### config.mk
export PLATFORM = sky130hd
export DESIGN_NAME = bank_precharge_tracker
export DESIGN_NICKNAME = d
export VERILOG_FILES = /design/src/rtl/bpt_pkg.sv /design/src/rtl/bpt_cmd_decode.sv /design/src/rtl/bpt_bank.sv /design/src/rtl/bank_precharge_tracker.sv
export SDC_FILE = /design/constraint.sdc
export NUM_CORES = 1
export LEC_CHECK = 0
export CORE_UTILIZATION = 49
export CTS_CLUSTER_DIAMETER = 200
export DETAILED_ROUTE_END_ITERATION = 6
export PLACE_DENSITY = 0.75
export SYNTH_ARGS = -nofsm -noshare
export SYNTH_HDL_FRONTEND = slang
export SYNTH_SLANG_ARGS = --single-unit
### constraint.sdc
create_clock -name clk -period 1.8 [get_ports clk]
set_input_delay 0.27 -clock clk [delete_from_list [all_inputs] [get_ports clk]]
set_output_delay 0.27 -clock clk [all_outputs]
set_load 0.02 [all_outputs]
### src/rtl/bpt_pkg.sv
package bpt_pkg;

    typedef enum logic [1:0] {
        OP_ACT = 2'd0,
        OP_RD  = 2'd1,
        OP_WR  = 2'd2,
        OP_PRE = 2'd3
    } bpt_op_e;

    typedef enum logic [1:0] {
        BK_IDLE    = 2'd0,
        BK_OPEN    = 2'd1,
        BK_RECOVER = 2'd2
    } bpt_bank_e;

endpackage

### src/rtl/bpt_cmd_decode.sv
module bpt_cmd_decode
    import bpt_pkg::*;
#(
    parameter int NUM_BANKS = 4,
    parameter int BA_W      = 2
) (
    input  logic                 fire_i,
    input  logic [1:0]           op_i,
    input  logic [BA_W-1:0]      bank_i,
    input  logic                 a10_i,
    output logic [NUM_BANKS-1:0] act_o,
    output logic [NUM_BANKS-1:0] rw_o,
    output logic [NUM_BANKS-1:0] pre_o,
    output logic                 pre_all_o
);

    logic is_act, is_rw, is_pre;

    always_comb begin
        is_act    = fire_i && (op_i == OP_ACT);
        is_rw     = fire_i && ((op_i == OP_RD) || (op_i == OP_WR));
        is_pre    = fire_i && (op_i == OP_PRE);
        pre_all_o = is_pre && a10_i;
    end

    for (genvar g = 0; g < NUM_BANKS; g++) begin : g_sel
        logic hit;
        assign hit      = (bank_i == BA_W'(g));
        assign act_o[g] = is_act && hit;
        assign rw_o[g]  = is_rw && hit;
        assign pre_o[g] = is_pre && (a10_i || hit);
    end

endmodule

### src/rtl/bpt_bank.sv
module bpt_bank
    import bpt_pkg::*;
#(
    parameter int T_RP  = 4,
    parameter int T_RPA = 6,
    parameter int CNT_W = 3
) (
    input  logic clk,
    input  logic rst_n,
    input  logic act_i,
    input  logic rw_i,
    input  logic pre_i,
    input  logic pre_all_i,
    output logic ready_o,
    output logic open_o,
    output logic bad_o
);

    typedef struct packed {
        bpt_bank_e        st;
        logic [CNT_W-1:0] cnt;
    } bank_t;

    bank_t s_d, s_q;

    always_comb begin
        ready_o = (s_q.st == BK_IDLE) || ((s_q.st == BK_RECOVER) && (s_q.cnt == '0));
        open_o  = (s_q.st == BK_OPEN);
        bad_o   = (act_i && !ready_o) || (rw_i && !open_o);

        s_d = s_q;
        if (pre_i) begin
            s_d.st  = BK_RECOVER;
            s_d.cnt = pre_all_i ? CNT_W'(T_RPA - 1) : CNT_W'(T_RP - 1);
        end else if (act_i && ready_o) begin
            s_d.st  = BK_OPEN;
            s_d.cnt = '0;
        end else if (s_q.st == BK_RECOVER) begin
            if (s_q.cnt == '0) begin
                s_d.st = BK_IDLE;
            end else begin
                s_d.cnt = s_q.cnt - 1'b1;
            end
        end
    end

    always_ff @(posedge clk) begin
        if (!rst_n) begin
            s_q <= '{st: BK_IDLE, cnt: '0};
        end else begin
            s_q <= s_d;
        end
    end

endmodule

### src/rtl/bank_precharge_tracker.sv
module bank_precharge_tracker
    import bpt_pkg::*;
#(
    parameter int NUM_BANKS = 4,
    parameter int T_RP      = 4,
    parameter int T_RPA     = 6,
    localparam int BA_W     = (NUM_BANKS > 1) ? $clog2(NUM_BANKS) : 1
) (
    input  logic                 clk,
    input  logic                 rst_n,
    input  logic                 cmd_valid,
    output logic                 cmd_ready,
    input  logic [1:0]           cmd_op,
    input  logic [BA_W-1:0]      cmd_bank,
    input  logic                 cmd_a10,
    output logic [NUM_BANKS-1:0] bank_ready,
    output logic [NUM_BANKS-1:0] bank_open,
    output logic                 cmd_err
);

    localparam int T_MAX = (T_RP > T_RPA) ? T_RP : T_RPA;
    localparam int CNT_W = (T_MAX > 1) ? $clog2(T_MAX) : 1;

    typedef struct packed {
        logic rdy;
        logic err;
    } top_t;

    top_t top_d, top_q;

    logic                 fire;
    logic [NUM_BANKS-1:0] act_sel, rw_sel, pre_sel, bad;
    logic                 pre_all;

    assign fire = cmd_valid && top_q.rdy;

    bpt_cmd_decode #(
        .NUM_BANKS (NUM_BANKS),
        .BA_W      (BA_W)
    ) u_decode (
        .fire_i    (fire),
        .op_i      (cmd_op),
        .bank_i    (cmd_bank),
        .a10_i     (cmd_a10),
        .act_o     (act_sel),
        .rw_o      (rw_sel),
        .pre_o     (pre_sel),
        .pre_all_o (pre_all)
    );

    for (genvar b = 0; b < NUM_BANKS; b++) begin : g_bank
        bpt_bank #(
            .T_RP  (T_RP),
            .T_RPA (T_RPA),
            .CNT_W (CNT_W)
        ) u_bank (
            .clk       (clk),
            .rst_n     (rst_n),
            .act_i     (act_sel[b]),
            .rw_i      (rw_sel[b]),
            .pre_i     (pre_sel[b]),
            .pre_all_i (pre_all),
            .ready_o   (bank_ready[b]),
            .open_o    (bank_open[b]),
            .bad_o     (bad[b])
        );
    end

    always_comb begin
        top_d     = top_q;
        top_d.rdy = 1'b1;
        top_d.err = |bad;
    end

    always_ff @(posedge clk) begin
        if (!rst_n) begin
            top_q <= '{rdy: 1'b0, err: 1'b0};
        end else begin
            top_q <= top_d;
        end
    end

    assign cmd_ready = top_q.rdy;
    assign cmd_err   = top_q.err;

endmodule

# Yosys cells after proc, flatten, opt, wreduce, memory -nomap -nowiden
# Cells that the tools add are included.
# op_classes
n_addsub,4
eq_ne,18
muxes,22
bitwise,1
n_reduce_logical,97
# ops
cell,n
$mux W5,12
$logic_and A1 B1 Y1,33
$reduce_and A2 Y1,12
$reduce_bool A3 Y1,8
$eq A2 B2 Y1 const B,8
$reduce_bool A2 Y1,8
$mux W3,5
$logic_or A1 B1 Y1,13
$eq A2 B1 Y1 const B,6
$logic_not A2 Y1,6
$logic_not A3 Y1,4
$ne A3 B1 Y1 const B,4
$sub A3 B1 Y3 const B,4
$mux W2,5
$logic_not A1 Y1,8
$reduce_or A2 Y1,4
$reduce_or A4 Y1,1
$not A1 Y1,1
# word_totals
ff_bits,22
out_inout_bits,10

# Logic depth before layout (Yosys ltp)
# logic_depth
depth_word,8
depth_mapped,8
ltp_nobuf,7

# Hierarchy
# From an unflattened synthesis, not the netlist that was laid out.
# hier_totals
cells_unflattened,185
hier_area_um2,1453.9
# modules_own_cells
module,instances,cells_per_inst,area_per_inst_um2
bpt_bank,4,39,316.6
bpt_cmd_decode,1,25,130.1
bank_precharge_tracker,1,4,57.6

# Worst setup path after synthesis
# No wires, ideal clock.
# synth_timing
path_type,register to register
from,reg g_bank[2].u_bank.s_q[0] in the netlist's numbering
to,reg g_bank[2].u_bank.s_q[1] in the netlist's numbering
setup_ps,145
t_arrival_ps,1559
t_required_ps,1655
setup_slack_ps,96
stages_incl_launch_ff,9
n_path_buf,1
period_less_slack_ps,1704
cell_sequence,dfxtp_1 -> inv_1 -> ha_1 -> ha_1 -> nor2b_1 -> or4_1 -> clkbuf_1 -> a31oi_1 -> a311oi_1
# synth_via
elab_chain_len,6
word_cells_on_any_way,12
# synth_lines
element,line_no,rtl
from (decl),bpt_bank.sv:24,"bank_t s_d, s_q;"
from (signal assigned),bpt_bank.sv:49,"s_q <= '{st: BK_IDLE, cnt: '0};"
branches (longest 6 deep; another with $sub A3 B1 Y3),n/a,
# Parallel ways; which one is timed is not known. The select of a mux whose other input is x is not followed.
# A chain may end at the register's enable or synchronous reset.

# Worst setup path in the final report
# layout_timing
from,in cmd_op[0]
to,reg g_bank[0].u_bank.s_q[2] in the netlist's numbering
# layout_via
elab_chain_len,6
word_cells_on_any_way,14
# layout_lines
element,line_no,rtl
from (decl),bank_precharge_tracker.sv:13,"input logic [1:0] cmd_op,"
$logic_not A2 Y1,bpt_cmd_decode.sv:20,is_act = fire_i && (op_i == OP_ACT);
$logic_and A1 B1 Y1,bpt_cmd_decode.sv:20,
$logic_and A1 B1 Y1,bpt_cmd_decode.sv:29,assign act_o[g] = is_act && hit;
$logic_and A1 B1 Y1,bpt_bank.sv:35,end else if (act_i && ready_o) begin
"$ne A3 B1 Y1 (no source line), or another cell as far along",n/a,
$reduce_and A2 Y1 (no source line) or $mux W5 (tied branches),n/a,
to (signal assigned),bpt_bank.sv:49,
to (decl),bpt_bank.sv:24,
# Several ways; a longest one is shown, not always the timed one.

==> parameters.txt <==
Parameter                              Value

Outcome
  Outcome ... completed

Worst setup path
  Setup slack of the most critical reg-to-reg path ... 90 ps
  Critical R2R Capture ... cmd_err
  Slowest stage cell, crit path ... sky130_fd_sc_hd__or4_4
  Capturing element type of the critical path ... flip-flop
  Type of the worst setup path ... primary input to flip-flop
  Number of cells traversed by the worst register-to-register path ... 8
  Series of cell instances along the critical path ... clkdlybuf4s50_1, inv_1, ha_1, nand3_2, or4_4, and4b_4, a311oi_2
  Arrival time of the worst setup path ... 1970 ps
  Required time at the endpoint of the critical path ... 2040 ps
  Critical path startpoint ... cmd_op[0]
  Delay of the slowest critical-path stage ... 450 ps
  Launching point of the worst reg2reg path ... g_bank[1].u_bank.s_q[0]
  Worst-path fanout max ... 3
  CP startpoint kind ... primary input
  End point of the critical path ... g_bank[0].u_bank.s_q[2]

Floorplan
  Die span in x ... 56.26 µm
  Number of core rows ... 19
  Effective utilization at floorplan ... 0.5187
  Floorplan die area ... 3165 µm²
  Area of the core region ... 2781 µm²
  Ports placed on the boundary ... 18
  Die H ... 56.26 µm

Place
  Dpl hpwl ... 2745 µm
  Weighted congestion reported at the end of routability-driven placement ... 0.8117
  IO buf count ... 17
  Total cell area at the placement stage ... 1785 µm²

STA
  Slew Limit Fails ... 0
  Setup repair after global routing missed its margin ... false
  Crit share post-route ... 0.9597
  Sum of negative setup slack ... 0 ps
  Headroom to the max-slew limit ... 0.6218
  Final hold viol count ... 0
  Final worst path period need ... 1727 ps
  F_max ... 578.9 MHz
  Number of setup violations in the final report ... 0
  Setup Skew ... 2.756 ps
  Slew of the pin with the lowest slew margin ... 566.7 ps
  Fin Hold WS ... 491.7 ps

Detailed routing
  Number of antenna-violating nets in the routed design ... 0
  Number of remaining DRC errors ... 0
  Via Count ... 1411
  Total detailed-routing wirelength ... 3655 µm
  Starting DRC count in detailed routing ... 56
  Total iterations of the first detailed-routing run ... 4
  Average wire length per cell after detail routing ... 15.04 µm
  Length of routed wiring on met1 ... 1606 µm
  Total met2 wirelength after detailed routing ... 1859 µm
  Routed wl met3 ... 116 µm
  Number of vias per cell ... 5.807
  Highest routing layer actually used ... met4

Logic synthesis
  Netlist cell types ... 43
  Cell count after synthesis ... 176
  Asr flop ratio synth ... 0
  Portion of netlist area occupied by mux cells ... 0.03122
  Mean area per synthesized cell ... 8.197 µm²
  Part of the Yosys area used for sequential elements ... 0.3053
  Net count of the mapped netlist ... 194
  Compound-cell area share of the yosys netlist ... 0.1951
  Count of flip-flops with a built-in enable after synthesis ... 0
  Dominant synthesized flop cell ... sky130_fd_sc_hd__dfxtp_1
  Combined area of all synthesized cells ... 1443 µm²
  Basic-gate share of the synthesized area counting and, or, nand and nor cells ... 0.2567
  Arithmetic-cell share of the synthesized area counting full adders, half adders and majority gates ... 0.08673
  Largest family of logic cells by synthesized area ... simple AND/OR/NAND/NOR gates
  Total number of yosys warnings ... 0
  Synth Register Bits ... 22
  Xor and xnor fraction of the mapped netlist area ... 0.02428

Power
  Sequential power share ... 0.467
  Power density relative to cell area ... 590.9 nW/µm²
  Tot Pwr ... 1.096 mW
  Worst IR Drop VDD ... 423.3 µV
  P_sw ... 0.2752 mW
  Internal ... 0.8212 mW
  Combinational share of power ... 0.170
  Clock group share of total power ... 0.363
  Switching share of power ... 0.2510
  Reported leakage power ... 0.7499 nW

GRT
  Total congestion overflow ... 0
  Gr usage total ... 0.2478
  Global-route wire length before repair ... 6134 µm
  Initial antenna violation count ... 0
  Pin count of the biggest net entering global routing ... 17
  Vias in the first global route ... 1339

Job
  MaxCap Viol Count ... 0

Finish
  Syn-to-layout area delta ... 28.62%
  Fill count ... 254
  Antenna diode count ... 0
  Most common library cell in the layout ignoring fill and taps ... sky130_fd_sc_hd__buf_4
  Post-route core utilization ... 0.6671
  Commonest cells after routing, fill and taps aside ... sky130_fd_sc_hd__buf_4 (28), sky130_fd_sc_hd__dfxtp_1 (18), sky130_fd_sc_hd__inv_1 (17)
  Layout cells sized above 1 ... 0.2642
  Final layout net count ... 231
  Final cell area excluding filler cells ... 1856 µm²

Clock tree
  CTS Buf Count ... 3
  Number of clock sinks ... 22
  Register clock-pin slew on the reported worst setup and hold paths ... 140 ps
  Clock insertion delay at the later pin of the skew report ... 320 ps
  Depth of the CTS H-tree ... 1
  Clock tree root buffer cell ... sky130_fd_sc_hd__clkbuf_4
  Number of hold buffers added after cts ... 0
  CTS max path bufs ... 2
  Clock tree from TritonCTS ... built

Hold path
  Hold crit path type ... flip-flop to flip-flop
## worst min path at each step
stage | start | end | slack [ps] | cells past startpoint
final | g_bank[3].u_bank.s_q[1] | g_bank[3].u_bank.s_q[1] | 490 | 2
after global placement | g_bank[3].u_bank.s_q[1] | g_bank[3].u_bank.s_q[1] | 460 | 2
after detailed placement | g_bank[3].u_bank.s_q[1] | g_bank[3].u_bank.s_q[1] | 470 | 2
after CTS | g_bank[3].u_bank.s_q[1] | g_bank[3].u_bank.s_q[1] | 490 | 2
after floorplan | rst_n | cmd_ready | 300 | 0
after global routing | g_bank[0].u_bank.s_q[1] | g_bank[0].u_bank.s_q[1] | 520 | 2
## per-layer routing
layer,global-route usage,vias up
met3,0.02535,10
li1,-,695
met1,0.3109,667
met5,0,-
met4,0.09408,0
met2,0.4371,39
## worst max-delay path: cells and delay by family
kind / cells / cell delay [ps]
compound gates: 1 / 230
fa+ha+maj: 1 / 190
buf+inv: 2 / 500
simple gates: 3 / 780
## cell usage after synthesis, types with 3 or more instances
| library cell | number | share of area |
|---|---|---|
| sky130_fd_sc_hd__o21a_1 | 4 | 0.021 |
| sky130_fd_sc_hd__inv_1 | 17 | 0.044 |
| sky130_fd_sc_hd__clkbuf_1 | 3 | 0.0078 |
| sky130_fd_sc_hd__nand2_1 | 12 | 0.031 |
| sky130_fd_sc_hd__xnor2_1 | 4 | 0.024 |
| sky130_fd_sc_hd__buf_4 | 8 | 0.042 |
| sky130_fd_sc_hd__nand4_1 | 5 | 0.022 |
| sky130_fd_sc_hd__ha_1 | 10 | 0.087 |
| sky130_fd_sc_hd__nand2b_1 | 4 | 0.017 |
| sky130_fd_sc_hd__nor3_1 | 4 | 0.014 |
| sky130_fd_sc_hd__nor2b_1 | 6 | 0.026 |
| sky130_fd_sc_hd__nand3_1 | 5 | 0.017 |
| sky130_fd_sc_hd__a21oi_1 | 16 | 0.056 |
| sky130_fd_sc_hd__a31oi_1 | 3 | 0.013 |
| sky130_fd_sc_hd__dfxtp_1 | 22 | 0.31 |
| sky130_fd_sc_hd__o21ai_0 | 7 | 0.024 |
| sky130_fd_sc_hd__nor2_1 | 11 | 0.029 |
## timing repair
action	in CTS	in global routing
setup buffers	0	1
hold endpoints to repair	0	0
resized for setup	18	14
pin swaps	0	2
setup endpoints to repair	11	10
## registers in the layout, indices dropped and copies added, names as in the netlist
signal             flops
cmd_ready              1
g_bank.u_bank.s_q     20
cmd_err                1
## cell type report
cell class	instances	area [µm²]	share of cell area
multi-input cells	124	884.6	0.4767
flip-flops and latches	22	445.4	0.2401
repair buffers	45	370.4	0.1996
inverters	17	63.81	0.03439
well taps	31	38.79	0.02090
clock inverters	1	30.03	0.01618
clock buffers	3	22.52	0.01214
## per-stage QoR
step | worst slack, ps | instances
after floorplan | 95.99 | 176
after global placement | -175.5 | 238
after detailed placement | -224.7 | 238
after CTS | 0.3362 | 242
after global routing | 4.217 | 243
final | 72.56 | 243
## power by group through the flow
| stage | logic (mW) | registers (mW) | clock network (mW) |
|---|---|---|---|
| final | 0.186 | 0.512 | 0.398 |
| after global routing | 0.201 | 0.515 | 0.416 |
| after CTS | 0.179 | 0.512 | 0.398 |
| after detailed placement | 0.178 | 0.522 | 0 |
| after global placement | 0.171 | 0.521 | 0 |
| after floorplan | 0.0932 | 0.522 | 0 |
## kinds of logic after synthesis
family / count (synthesis)
buffers and inverters: 30
and+or+nand+nor: 64
muxes: 2
adders and majority gates: 10
DFF: 22
AOI/OAI and AO/OA: 44
xor gates and xnor gates: 4
Note: power is estimated with default switching activity, not from simulation.
